File: src/rtl/cfg_key_port.sv
module cfg_key_port #(
  parameter logic [3:0] CHIP_REV  = 4'h1,
  parameter int         NUM_DEV   = 16,
  parameter logic [7:0] KEY_OPEN  = 8'h87,
  parameter logic [7:0] KEY_CLOSE = 8'hAA
) (
  input  logic       clk,
  input  logic       rst,
  input  logic       port_sel,
  input  logic       wr_en,
  input  logic [7:0] wdata,
  output logic [7:0] rdata
);
  localparam logic [15:0] CHIP_ID = {12'hA23, CHIP_REV};
  localparam int NBANK = 4;
  localparam int NGLOB = 6;
  localparam int NSLOT = NUM_DEV * NBANK;
  localparam int AW    = $clog2(NSLOT);

  typedef enum logic [1:0] {K_IDLE, K_HALF, K_OPEN} key_t;

  key_t       key_st;
  logic [7:0] idx, ld;
  logic [7:0] glob [NGLOB];
  logic [7:0] bank [NSLOT];

  logic          g_hit, b_hit, ld_ok;
  logic [2:0]    g_sel;
  logic [1:0]    b_sel;
  logic [AW-1:0] baddr;
  logic [7:0]    rd_val;

  wire is_open = (key_st == K_OPEN);
  wire idx_wr  = wr_en && !port_sel;
  wire dat_wr  = wr_en && port_sel && is_open;

  always_comb begin
    g_hit = 1'b1;
    g_sel = 3'd0;
    case (idx)
      8'h22: g_sel = 3'd0;
      8'h23: g_sel = 3'd1;
      8'h24: g_sel = 3'd2;
      8'h29: g_sel = 3'd3;
      8'h2A: g_sel = 3'd4;
      8'h2C: g_sel = 3'd5;
      default: g_hit = 1'b0;
    endcase
    b_hit = 1'b1;
    b_sel = 2'd0;
    case (idx)
      8'h30: b_sel = 2'd0;
      8'hE0: b_sel = 2'd1;
      8'hE1: b_sel = 2'd2;
      8'hE2: b_sel = 2'd3;
      default: b_hit = 1'b0;
    endcase
    ld_ok = int'(ld) < NUM_DEV;
    baddr = AW'(int'(ld) * NBANK + int'(b_sel));
  end

  always_ff @(posedge clk) begin
    if (rst) begin
      key_st <= K_IDLE;
      idx    <= 8'h00;
      ld     <= 8'h00;
      for (int i = 0; i < NGLOB; i++) glob[i] <= 8'h00;
      for (int i = 0; i < NSLOT; i++) bank[i] <= 8'h00;
    end else begin
      if (idx_wr) begin
        case (key_st)
          K_IDLE:  key_st <= (wdata == KEY_OPEN) ? K_HALF : K_IDLE;
          K_HALF:  key_st <= (wdata == KEY_OPEN) ? K_OPEN : K_IDLE;
          default: begin
            if (wdata == KEY_CLOSE) key_st <= K_IDLE;
            else idx <= wdata;
          end
        endcase
      end
      if (dat_wr) begin
        if (idx == 8'h07) ld <= wdata;
        else if (g_hit) glob[g_sel] <= wdata;
        else if (b_hit && ld_ok) bank[baddr] <= wdata;
      end
    end
  end

  always_comb begin
    rd_val = 8'h00;
    if (idx == 8'h07) rd_val = ld;
    else if (idx == 8'h20) rd_val = CHIP_ID[15:8];
    else if (idx == 8'h21) rd_val = CHIP_ID[7:0];
    else if (g_hit) rd_val = glob[g_sel];
    else if (b_hit && ld_ok) rd_val = bank[baddr];
  end

  assign rdata = !is_open ? 8'hFF : (port_sel ? rd_val : idx);

  p_reset_r1: assert property (@(posedge clk)
    rst |=> (key_st == K_IDLE && ld == 8'h00));

  p_unlock_r2: assert property (@(posedge clk) disable iff (rst)
    $rose(is_open) |-> $past(idx_wr && wdata == KEY_OPEN));

  p_badkey_r3: assert property (@(posedge clk) disable iff (rst)
    (!is_open && idx_wr && wdata != KEY_OPEN) |=> (key_st == K_IDLE));

  p_locked_r4: assert property (@(posedge clk) disable iff (rst)
    (!is_open && wr_en && port_sel) |=> ($stable(ld) && $stable(idx) && $stable(key_st)));

  p_close_r5: assert property (@(posedge clk) disable iff (rst)
    (is_open && idx_wr && wdata == KEY_CLOSE) |=> (!is_open && $stable(ld)));

  p_idro_r6: assert property (@(posedge clk) disable iff (rst)
    (is_open && port_sel && idx == 8'h20) |-> (rdata == CHIP_ID[15:8]));

  p_ldhold_r8: assert property (@(posedge clk) disable iff (rst)
    !(dat_wr && idx == 8'h07) |=> $stable(ld));
endmodule

File: config.mk
export PLATFORM = sky130hd
export DESIGN_NAME = cfg_key_port
export DESIGN_NICKNAME = d
export VERILOG_FILES = /design/src/rtl/cfg_key_port.sv
export SDC_FILE = /design/constraint.sdc
export NUM_CORES = 1
export LEC_CHECK = 0
export BUFFER_PORTS_ARGS = -buffer_cell sky130_fd_sc_hd__buf_2
export CORE_MARGIN = 4
export CORE_UTILIZATION = 45
export DETAILED_ROUTE_END_ITERATION = 8
export GPL_TIMING_DRIVEN = 0
export PLACE_DENSITY = 0.7
export SYNTH_ARGS = -nofsm -noshare
export SYNTH_HDL_FRONTEND = slang
export SYNTH_SLANG_ARGS = --single-unit
File: constraint.sdc
create_clock -name clk -period 3.6 [get_ports clk]
set_clock_uncertainty 0.05 [all_clocks]
set_input_delay 0.18 -clock clk [delete_from_list [all_inputs] [get_ports clk]]
set_output_delay 0.18 -clock clk [all_outputs]
set_load 0.02 [all_outputs]
# Word level (Yosys, flattened, before mapping)
# Memories as Yosys holds them, arrays and structs flattened.
# Cells that the tools add are included.
[totals] register_bits=18 latch_bits=0 ram_bits=560 romBits=0 inputBits=12 output_inout_bits=8 elab_cells=75 memories=2
[mem_list] name="bank" words=64 word_bits=8 read_ports=1 rd_clocked_by_memory_dff=0 wr=64 line_no="25" rtl="logic [7:0] bank [NSLOT];"
[mem_list] name="glob" words=6 word_bits=8 read_ports=1 rd_clocked_by_memory_dff=0 wr=6 line_no="24" rtl="logic [7:0] glob [NGLOB];"
[classes] add_sub_neg=1 n_mul=0 n_div=0 magnitude_cmp=1 n_eq_ne=17 n_shift=0 muxes=34 n_bitwise=2 reduce_logical=15
[op_table] cell="$eq 8x6->1 const B" count=9
[op_table] cell="$mux 8" count=9
[op_table] cell="$eq 8x8->1 const B" count=5
[op_table] cell="$mux 1" count=18
[op_table] cell="$reduce_or 8->1" count=2
[op_table] cell="$pmux 3 s5" count=1
[op_table] cell="$eq 8x3->1 const B" count=1
[op_table] cell="$lt 8x5->1 const B" count=1
[op_table] cell="$add 6x2->6" count=1
[op_table] cell="$mux 6" count=1
[op_table] cell="$pmux 2 s3" count=1
[op_table] cell="$reduce_or 6->1" count=1
[op_table] cell="$logic_and 1x1->1" count=4
[op_table] cell="$mux 2" count=2
[op_table] cell="$pmux 2 s2" count=1
[op_table] cell="$reduce_and 2->1" count=2
[op_table] cell="$reduce_or 4->1" count=1
[op_table] cell="$mux 3" count=1
[op_table] cell="$reduce_and 3->1" count=1
[op_table] cell="$reduce_bool 3->1" count=1
[op_table] cell="$eq 2x1->1 const B" count=1
[op_table] cell="$eq 2x2->1 const B" count=1
[op_table] cell="$logic_not 2->1" count=1
[op_table] cell="$not 1->1" count=2
[op_table] cell="2 further kinds" count=2

# Depth between registers and ports, before layout
# Gate-level depths: netlist of the first run.
[depth] ltp_word=12 ltp_mapped=12 depth_no_buf=7

# Worst setup path after synthesis of the first run
# OpenSTA, ideal clock, no wires.
[synth_path] path_kind="register to register" startpoint="register idx[3]" endpoint="memory bank[11][0], enable pin" setup_ns=0.384 t_arrival_ns=2.697 required_ns=3.166 path_slack_ns=0.469 path_stages_with_launch=10 path_buffers=5 synth_period_minus_slack_ns=3.131 path_cell_list="dfxtp_1 > buf_2 > or3b_1 > buf_4 > or3_1 > buf_2 > or3_1 > buf_6 > buf_6 > o21ai_0"
[synth_rtl] element="start: declaration" line_no="23" rtl="logic [7:0] idx, ld;"
[synth_rtl] element="start signal: assignment" line_no="76" rtl="else idx <= wdata;"
[synth_rtl] element="end: declaration" line_no="25"

# Worst setup path after layout of the first run
[layout_path] startpoint="register idx[0]" endpoint="output port rdata[4]"
[layout_between] elab_chain_cells=11 word_cells_on_any_way=30 classes_between="add/sub (1); eq/ne (13); mux (11); reduce/logical (3); memory (2)"
[layout_lines] element="$eq 8x8->1 / $eq 8x6->1 (equally long branches)" line_no="51" rtl="case (idx)"
[layout_lines] element="$pmux 2 s3 / $reduce_or 4->1 (equally long branches)"
[layout_lines] element="$add 6x2->6 / $mux 1 (equally long branches)" line_no="59, 51"
[layout_lines] element="$mem_v2 64x8 / $logic_and 1x1->1 (equally long branches)"
[layout_lines] element="$mux 8" line_no="94" rtl="else if (b_hit && ld_ok) rd_val = bank[baddr];"
[layout_lines] element="$mux 8" line_no="93" rtl="else if (g_hit) rd_val = glob[g_sel];"
[layout_lines] element="$mux 8" line_no="92" rtl="else if (idx == 8'h21) rd_val = CHIP_ID[7:0];"
[layout_lines] element="$mux 8" line_no="91" rtl="else if (idx == 8'h20) rd_val = CHIP_ID[15:8];"
[layout_lines] element="$mux 8 *" line_no="90" rtl="if (idx == 8'h07) rd_val = ld;"
[layout_lines] element="$mux 8 * (2 in a row)" line_no="97" rtl="assign rdata = !is_open ? 8'hFF : (port_sel ? rd_val : idx);"
[layout_lines] element="end: declaration" line_no="12" rtl="output logic [7:0] rdata"
# Every way passes the cells marked *; elsewhere a longest branch is shown, timed or not.

==> metrics.md, run 1 <==
| Metric | Value |
|---|---|
| Status | `finished, violations left` |
| Failing checks | `capacitance limit, slew limit, setup timing` |
| CP Cell Sequence | `clkbuf_16, nor2b_2, nand3_4, buf_12, clkbuf_8, o22ai_4, a21oi_2, o211ai_1, o211ai_1, a31o_2, buf_6` |
| Tightest Pin Transition | `between 1.5 and 2 ns` |
| Total Wirelength | `130,000 um` |
| Hold Path Origin | `rst` |
| Yosys cell types | `77` |
| Vias/cell | `a little under 7` |
| Num CTS Buffers | `59` |
| Initial antenna violation count | `10` |
| GPL Wtd Cong | `between 1 and 1.5` |
| Prevailing post-synth register cell | `edfxtp_1` |
| Worst hold path class | `input pin to flop` |
| Min Tclk post-route | `approximately 3.8 ns` |
| Row cnt | `90` |
| I/O pins | `20` |
| Post-synth EDFFs | `560` |
| Share of cells above drive strength 1 | `0.255` |
| Post-Synth Adder-Cell Area | `0` |
| Headroom to the max-slew limit | `-0.0770` |
| #FFs+latches synth | `578` |
| Synth Area in Compound Gates | `0.103` |
| DRC errors left | `0` |
| Syn Std Cell Area | `approximately 28,000 um^2` |
| Setup crit start | `idx[0]` |
| Synth Area in Simple Gates | `0.190` |
| Synth-to-layout area growth | `26.0%` |
| Final #Nets | `between 2,000 and 2,500` |
| XOR/XNOR share of the synthesized area | `0.000637` |
| Peak fanout along the critical path | `10` |
| Final Hold Violating Endpoints | `0` |
| HPWL Detailed | `about 86,000 um` |
| Final Slew Violations | `between 40 and 50` |
| VDD IR max | `0.476 mV` |
| Count of final setup violators | `between 80 and 90` |
| Vias in the first global route | `21,200` |
| Mux share of post-synthesis cell area | `0.0515` |
| Pin count of the biggest net entering global routing | `16` |
| Commonest cells in the netlist | `560 x edfxtp_1, 544 x and2_1, 156 x nor2_1, 126 x clkbuf_1, 126 x o21ai_0` |
| PortBufs | `15` |
| Total gr overflow | `0` |
| Crit path buffers/inverters | `4` |
| Crit path max-delay family | `compound AO/OA/AOI/OAI gates` |
| Critical-path top delay cell | `nor2b_2` |
| Clock root buffer | `clkbuf_16` |
| Clock sinks | `around 580` |
| H-tree Lvls | `2` |
| Largest family of logic cells by synthesized area | `simple AND/OR/NAND/NOR gates` |
| Register area share after synthesis | `0.624` |
| Asr flop ratio synth | `0` |
| Post-Synthesis Cells | `2,263` |
| Crit Path Category | `flop to output pin` |
| Worst endpoint required time | `~3.4 ns` |
| Slowest stage delay, CP | `0.41 ns` |
| Vias | `roughly 23,000` |
| Global-route wire length before repair | `between 150,000 and 200,000 um` |
| Count leader, synth | `edfxtp_1` |
| Final ANT Viol Nets | `0` |
| Final Cell Area | `34,700 um^2` |
| Critical Path End Type | `output pin` |
| CP Data Arrival Time | `3.56 ns` |
| Core area | `~60,000 um^2` |
| FMAX | `about 260 MHz` |
| Clock-pin slew on the worst setup and hold paths | `about 0.070 ns` |
| Max-cap viol count | `5` |
| Clock Path Buffers | `3` |
| Average routed wire per standard cell | `~40 um` |
| Avg Inst Size Synth | `around 12 um^2` |
| Starting Density | `0.455` |
| Dominant cells by area after synthesis | `edfxtp_1 61%, and2_1 12%, mux2i_1 2.7%` |
| Post-Layout Cell Count | `3,306` |
| Leakage | `approximately 12 nW` |
| Dpl ws | `-2.06 ns` |
| Power per Cell Area | `about 430 nW/um^2` |
| DRT Pass-1 Iters | `7` |
| Dpl cells | `a little over 3,000` |
| TritonCTS clock tree | `yes` |
| Total power | `0.0151 W` |
| Syn_nets | `roughly 2,300` |
| Crit start category | `flop` |
| Yosys top cell area share | `0.611` |
| Die Span Y | `~260 um` |
| Die Area | `roughly 65,000 um^2` |
| Post-route worst setup slack | `-0.187 ns` |
| RSZ-0062 raised after global routing | `true` |
| Die width | `255 um` |
| Synth warn | `0` |
| Reg2reg start | `key_st[1]` |
| Worst-Skew Late Latency | `about 0.64 ns` |
| Crit share post-route | `1.05` |
| Synth area leader | `edfxtp_1` |
| 1st-iter DRT viols | `about 3,800` |
| Placed Instance Area | `28,600 um^2` |
| Most Frequent Cell on Critical Path | `o211ai_1` |
| Tot GR Track Use | `0.389` |
stage by stage:
step           setup TNS [ns]  utilization  hold WS [ns]
2_1_floorplan               0            -         0.361
3_3_place_gp          -813.07        0.472         0.460
6_report                -3.42        0.573        0.0761
3_5_place_dp          -816.43        0.474         0.461
4_1_cts                 -1.09        0.555        0.0261
5_1_grt                -0.672        0.573        0.0940
state kept, by name, summed over array words and instances, names as in the netlist:
signal / count
ld: 8
key_st: 2
idx: 8
bank: 512
glob: 48
worst min-delay path, cell delays in order:
cell and delay, ns:
buf_2 0.12, clkbuf_1 0.26, nor2_1 0.16
routing by layer:
metal,GRT usage,vias up,part of all wire
met4,0.238,16,0.081
met3,0.143,573,0.15
met2,0.556,1992,0.41
li1,-,8771,-
met1,0.506,11200,0.36
met5,0,-,0.00082
report_power, final:
part / switching, W / total, W / internal (W)
Combinational: 0.000479 / 0.000630 / 0.000151
Clock: 0.00278 / 0.00663 / 0.00384
Sequential: 0.000132 / 0.00780 / 0.00767
cells in the final DEF, fill, tap and decap left out, types with 14 or more instances in the layout:
cell type  Yosys  routed
o21ai_1        2      21
buf_16         0      14
buf_12         0      29
nor3_1        21      16
mux2_2        46      44
clkbuf_16      0      70
clkbuf_1     126      92
nand3_1       33      23
nand2_1       61      54
buf_4          6     108
buf_6          2      32
o22ai_1      100      77
o21ai_2        0      33
nor2_2         9      16
o21ai_0      126      43
o21ai_4        0      31
mux2i_1       74      72
nor2_1       156     141
edfxtp_1     560     560
o22ai_2        0      16
a21oi_1       65      46
and2_1       544     543
cell type report:
type | count | area (um^2)
clock inverter | 40 | 490
sequential | 578 | 17200
clock buffer | 72 | 1550
tap | 782 | 978
buffer | 175 | 1640
antenna | 3 | 7.51
multi-input combinational | 1485 | 11200
fill | 4812 | 25800
inverter | 17 | 95.1
timing repair buffer | 154 | 1550
final timing paths:
path / end / slack, ns / depth (start not counted)
worst min-delay path: ld[0] / 0.08 / 3
worst max-delay path: rdata[4] / -0.19 / 11
worst min register to register: key_st[0] / 0.48 / 2
worst max register to register: bank[28][4] / -0.06 / 8
what timing repair did:
item	CTS	global route
setup buffers	75	50
hold endpoints to repair	2	0
hold buffers	2	0
endpoints found under the setup margin	983	134
pin swaps	57	56
cloned	3	4
gates resized for setup	582	134
cells by family after synthesis:
family          count (synthesis)
flops                         578
compound gates                441
buf+inv                       200
xor+xnor                        2
mux                           127
simple gates                  915
Power figures use the tool's default switching activity.
==> inputs of run 2 (changes only) <==
SKIP_CTS_REPAIR_TIMING = 1   (was default)
SKIP_LAST_GASP = 1   (was default)
==> metrics.md, run 2 (synthesized netlist as in run 1, its figures left out) <==
| Metric | Value |
|---|---|
| Die Span Y | `255 um (unchanged)` |
| HPWL Detailed | `85,900 um (unchanged)` |
| Status | `finished, violations left (unchanged)` |
| Headroom to the max-slew limit | `-0.116 (was -0.0770)` |
| Fill count | `5,034 (was 4,812)` |
| Synth-to-layout area growth | `20.0% (was 26.0%)` |
| TritonCTS clock tree | `yes (unchanged)` |
| Pin count of the biggest net entering global routing | `16 (unchanged)` |
| Failing checks | `hold timing, capacitance limit, slew limit, setup timing (was capacitance limit, slew limit, setup timing)` |
| Power per Cell Area | `455 nW/um^2 (was 434 nW/um^2)` |
| Crit share post-route | `1.11 (was 1.05)` |
| Average routed wire per standard cell | `38.7 um (was 39.2 um)` |
| Top reg by flops | `bank (unchanged)` |
| Top Registers | `bank x512, glob x48 (unchanged)` |
| Most frequent cells in the layout | `560 x edfxtp_1, 544 x and2_1, 148 x nor2_1 (was 560 x edfxtp_1, 543 x and2_1, 141 x nor2_1)` |
| 1st-iter DRT viols | `3,644 (was 3,824)` |
| GPL Wtd Cong | `1.07 (unchanged)` |
| Die width | `255 um (unchanged)` |
| Clock-pin slew on the worst setup and hold paths | `0.07 ns (about the same)` |
| FMAX | `249 MHz (was 264 MHz)` |
| Tightest Pin Transition | `1.67 ns (was 1.62 ns)` |
| I/O pins | `20 (unchanged)` |
| Peak fanout along the critical path | `10 (unchanged)` |
| Clock root buffer | `clkbuf_16 (unchanged)` |
| Post-Layout Cell Count | `3,252 (was 3,306)` |
| Clock sinks | `578 (unchanged)` |
| CP Data Arrival Time | `3.78 ns (was 3.56 ns)` |
| VDD IR max | `0.478 mV (was 0.476 mV)` |
| Dpl cells | `3,066 (unchanged)` |
| Final Hold Violating Endpoints | `1 (was 0)` |
| Worst-Skew Late Latency | `0.64 ns (about the same)` |
| Min Tclk post-route | `4.01 ns (was 3.79 ns)` |
| Vias in the first global route | `20,500 (was 21,200)` |
| Row cnt | `90 (unchanged)` |
| Worst hold path class | `input pin to flop (unchanged)` |
| Final ANT Viol Nets | `0 (unchanged)` |
| Count of final setup violators | `120 (was 84)` |
| PortBufs | `15 (unchanged)` |
| Worst endpoint required time | `3.37 ns (about the same)` |
| Crit Path Category | `flop to output pin (unchanged)` |
| Global-route wire length before repair | `168,000 um (was 172,000 um)` |
| Clock Path Buffers | `3 (unchanged)` |
| Leakage | `11.1 nW (was 11.8 nW)` |
| Vias | `22,100 (was 22,600)` |
| Post-route worst setup slack | `-0.410 ns (was -0.187 ns)` |
| Hold_ws | `-0.0137 ns (was 0.0761 ns)` |
| H-tree Lvls | `2 (unchanged)` |
| Crit start category | `flop (unchanged)` |
| Initial antenna violation count | `9 (was 10)` |
| DRC errors left | `0 (unchanged)` |
| Placed Instance Area | `28,600 um^2 (unchanged)` |
| RSZ-0062 raised after global routing | `true (unchanged)` |
| DRT Pass-1 Iters | `9 (was 7)` |
| Total gr overflow | `0 (unchanged)` |
| Tot GR Track Use | `0.379 (was 0.389)` |
| Final Cell Area | `33,000 um^2 (was 34,700 um^2)` |
| Num CTS Buffers | `59 (unchanged)` |
| Commonest non-fill, non-tap cell in the layout | `edfxtp_1 (unchanged)` |
| Max-cap viol count | `4 (was 5)` |
| Share of cells above drive strength 1 | `0.205 (was 0.255)` |
| Max reg flops | `512 (unchanged)` |
| Starting Density | `0.455 (unchanged)` |
| Vias/cell | `6.79 (was 6.82)` |
| Setup TNS | `-7.27 ns (was -3.42 ns)` |
| Total Wirelength | `126,000 um (was 130,000 um)` |
| Core area | `60,500 um^2 (unchanged)` |
| Final Slew Violations | `44 (unchanged)` |
| Die Area | `65,200 um^2 (unchanged)` |
| Critical Path End Type | `output pin (unchanged)` |
| Final #Nets | `2,423 (was 2,482)` |
run 2: cell count changes in the layout (fill, tap and decap cells not counted), sizes merged:
cell,delta
clkbuf,-15
buf,-44
diode,+5
inv,+1
clkinv,-4
clkinvlp,+3
run 2: critical path, stage by stage, from the launching register on:
cell and delay [ns]:
dfxtp_1 0.45, buf_4 0.31, buf_2 0.50, mux4_2 0.35, nor2_1 0.06, a21oi_2 0.32, o22ai_1 0.15, a22oi_2 0.20
nand4_1 0.22, o31ai_2 0.34, buf_4 0.21
run 2: cell type report:
class,count,area [um^2],area share
clock inverters,40,490,0.0149
inverters,17,75.1,0.00227
repair buffers,92,787,0.0238
well taps,782,978,0.0296
multi-input cells,1485,10600,0.320
plain buffers,178,1370,0.0413
clock buffers,72,1550,0.0468
diodes,8,20.0,0.000606
flip-flops and latches,578,17200,0.521
run 2: path summary, 6_finish.rpt:
check                                from          end  slack (ns)  cells past startpoint
worst min register to register  key_st[0]    key_st[0]        0.48                      2
worst max-delay path                ld[0]     rdata[7]       -0.41                     10
worst max register to register  key_st[1]  bank[17][6]       -0.13                      7
worst min-delay path                wr_en       idx[0]       -0.01                      4
run 2: routing by layer:
layer | GRT usage | part of all wire
met1 | 0.502 | 0.36
met2 | 0.541 | 0.42
met3 | 0.135 | 0.15
met4 | 0.219 | 0.071
met5 | 0 | 0.0014
run 2: where the power goes:
part,leakage [nW],switching (W),total (W),internal [W]
logic,4.65,0.000472,0.000615,0.000143
clock network,0.987,0.00277,0.00661,0.00384
registers,5.49,0.000124,0.00780,0.00767
total,11.1,0.00336,0.0150,0.0117
run 2: through the flow:
step,power [W],hold WS [ns],setup WS (ns),utilization
after floorplan,0.00814,0.361,0.469,-
after global placement,0.00844,0.460,-2.10,0.472
after detailed placement,0.00847,0.461,-2.06,0.474
after CTS,0.0149,-0.135,-2.76,0.507
after global routing,0.0153,0.0358,-0.364,0.546
final,0.0150,-0.0137,-0.410,0.546
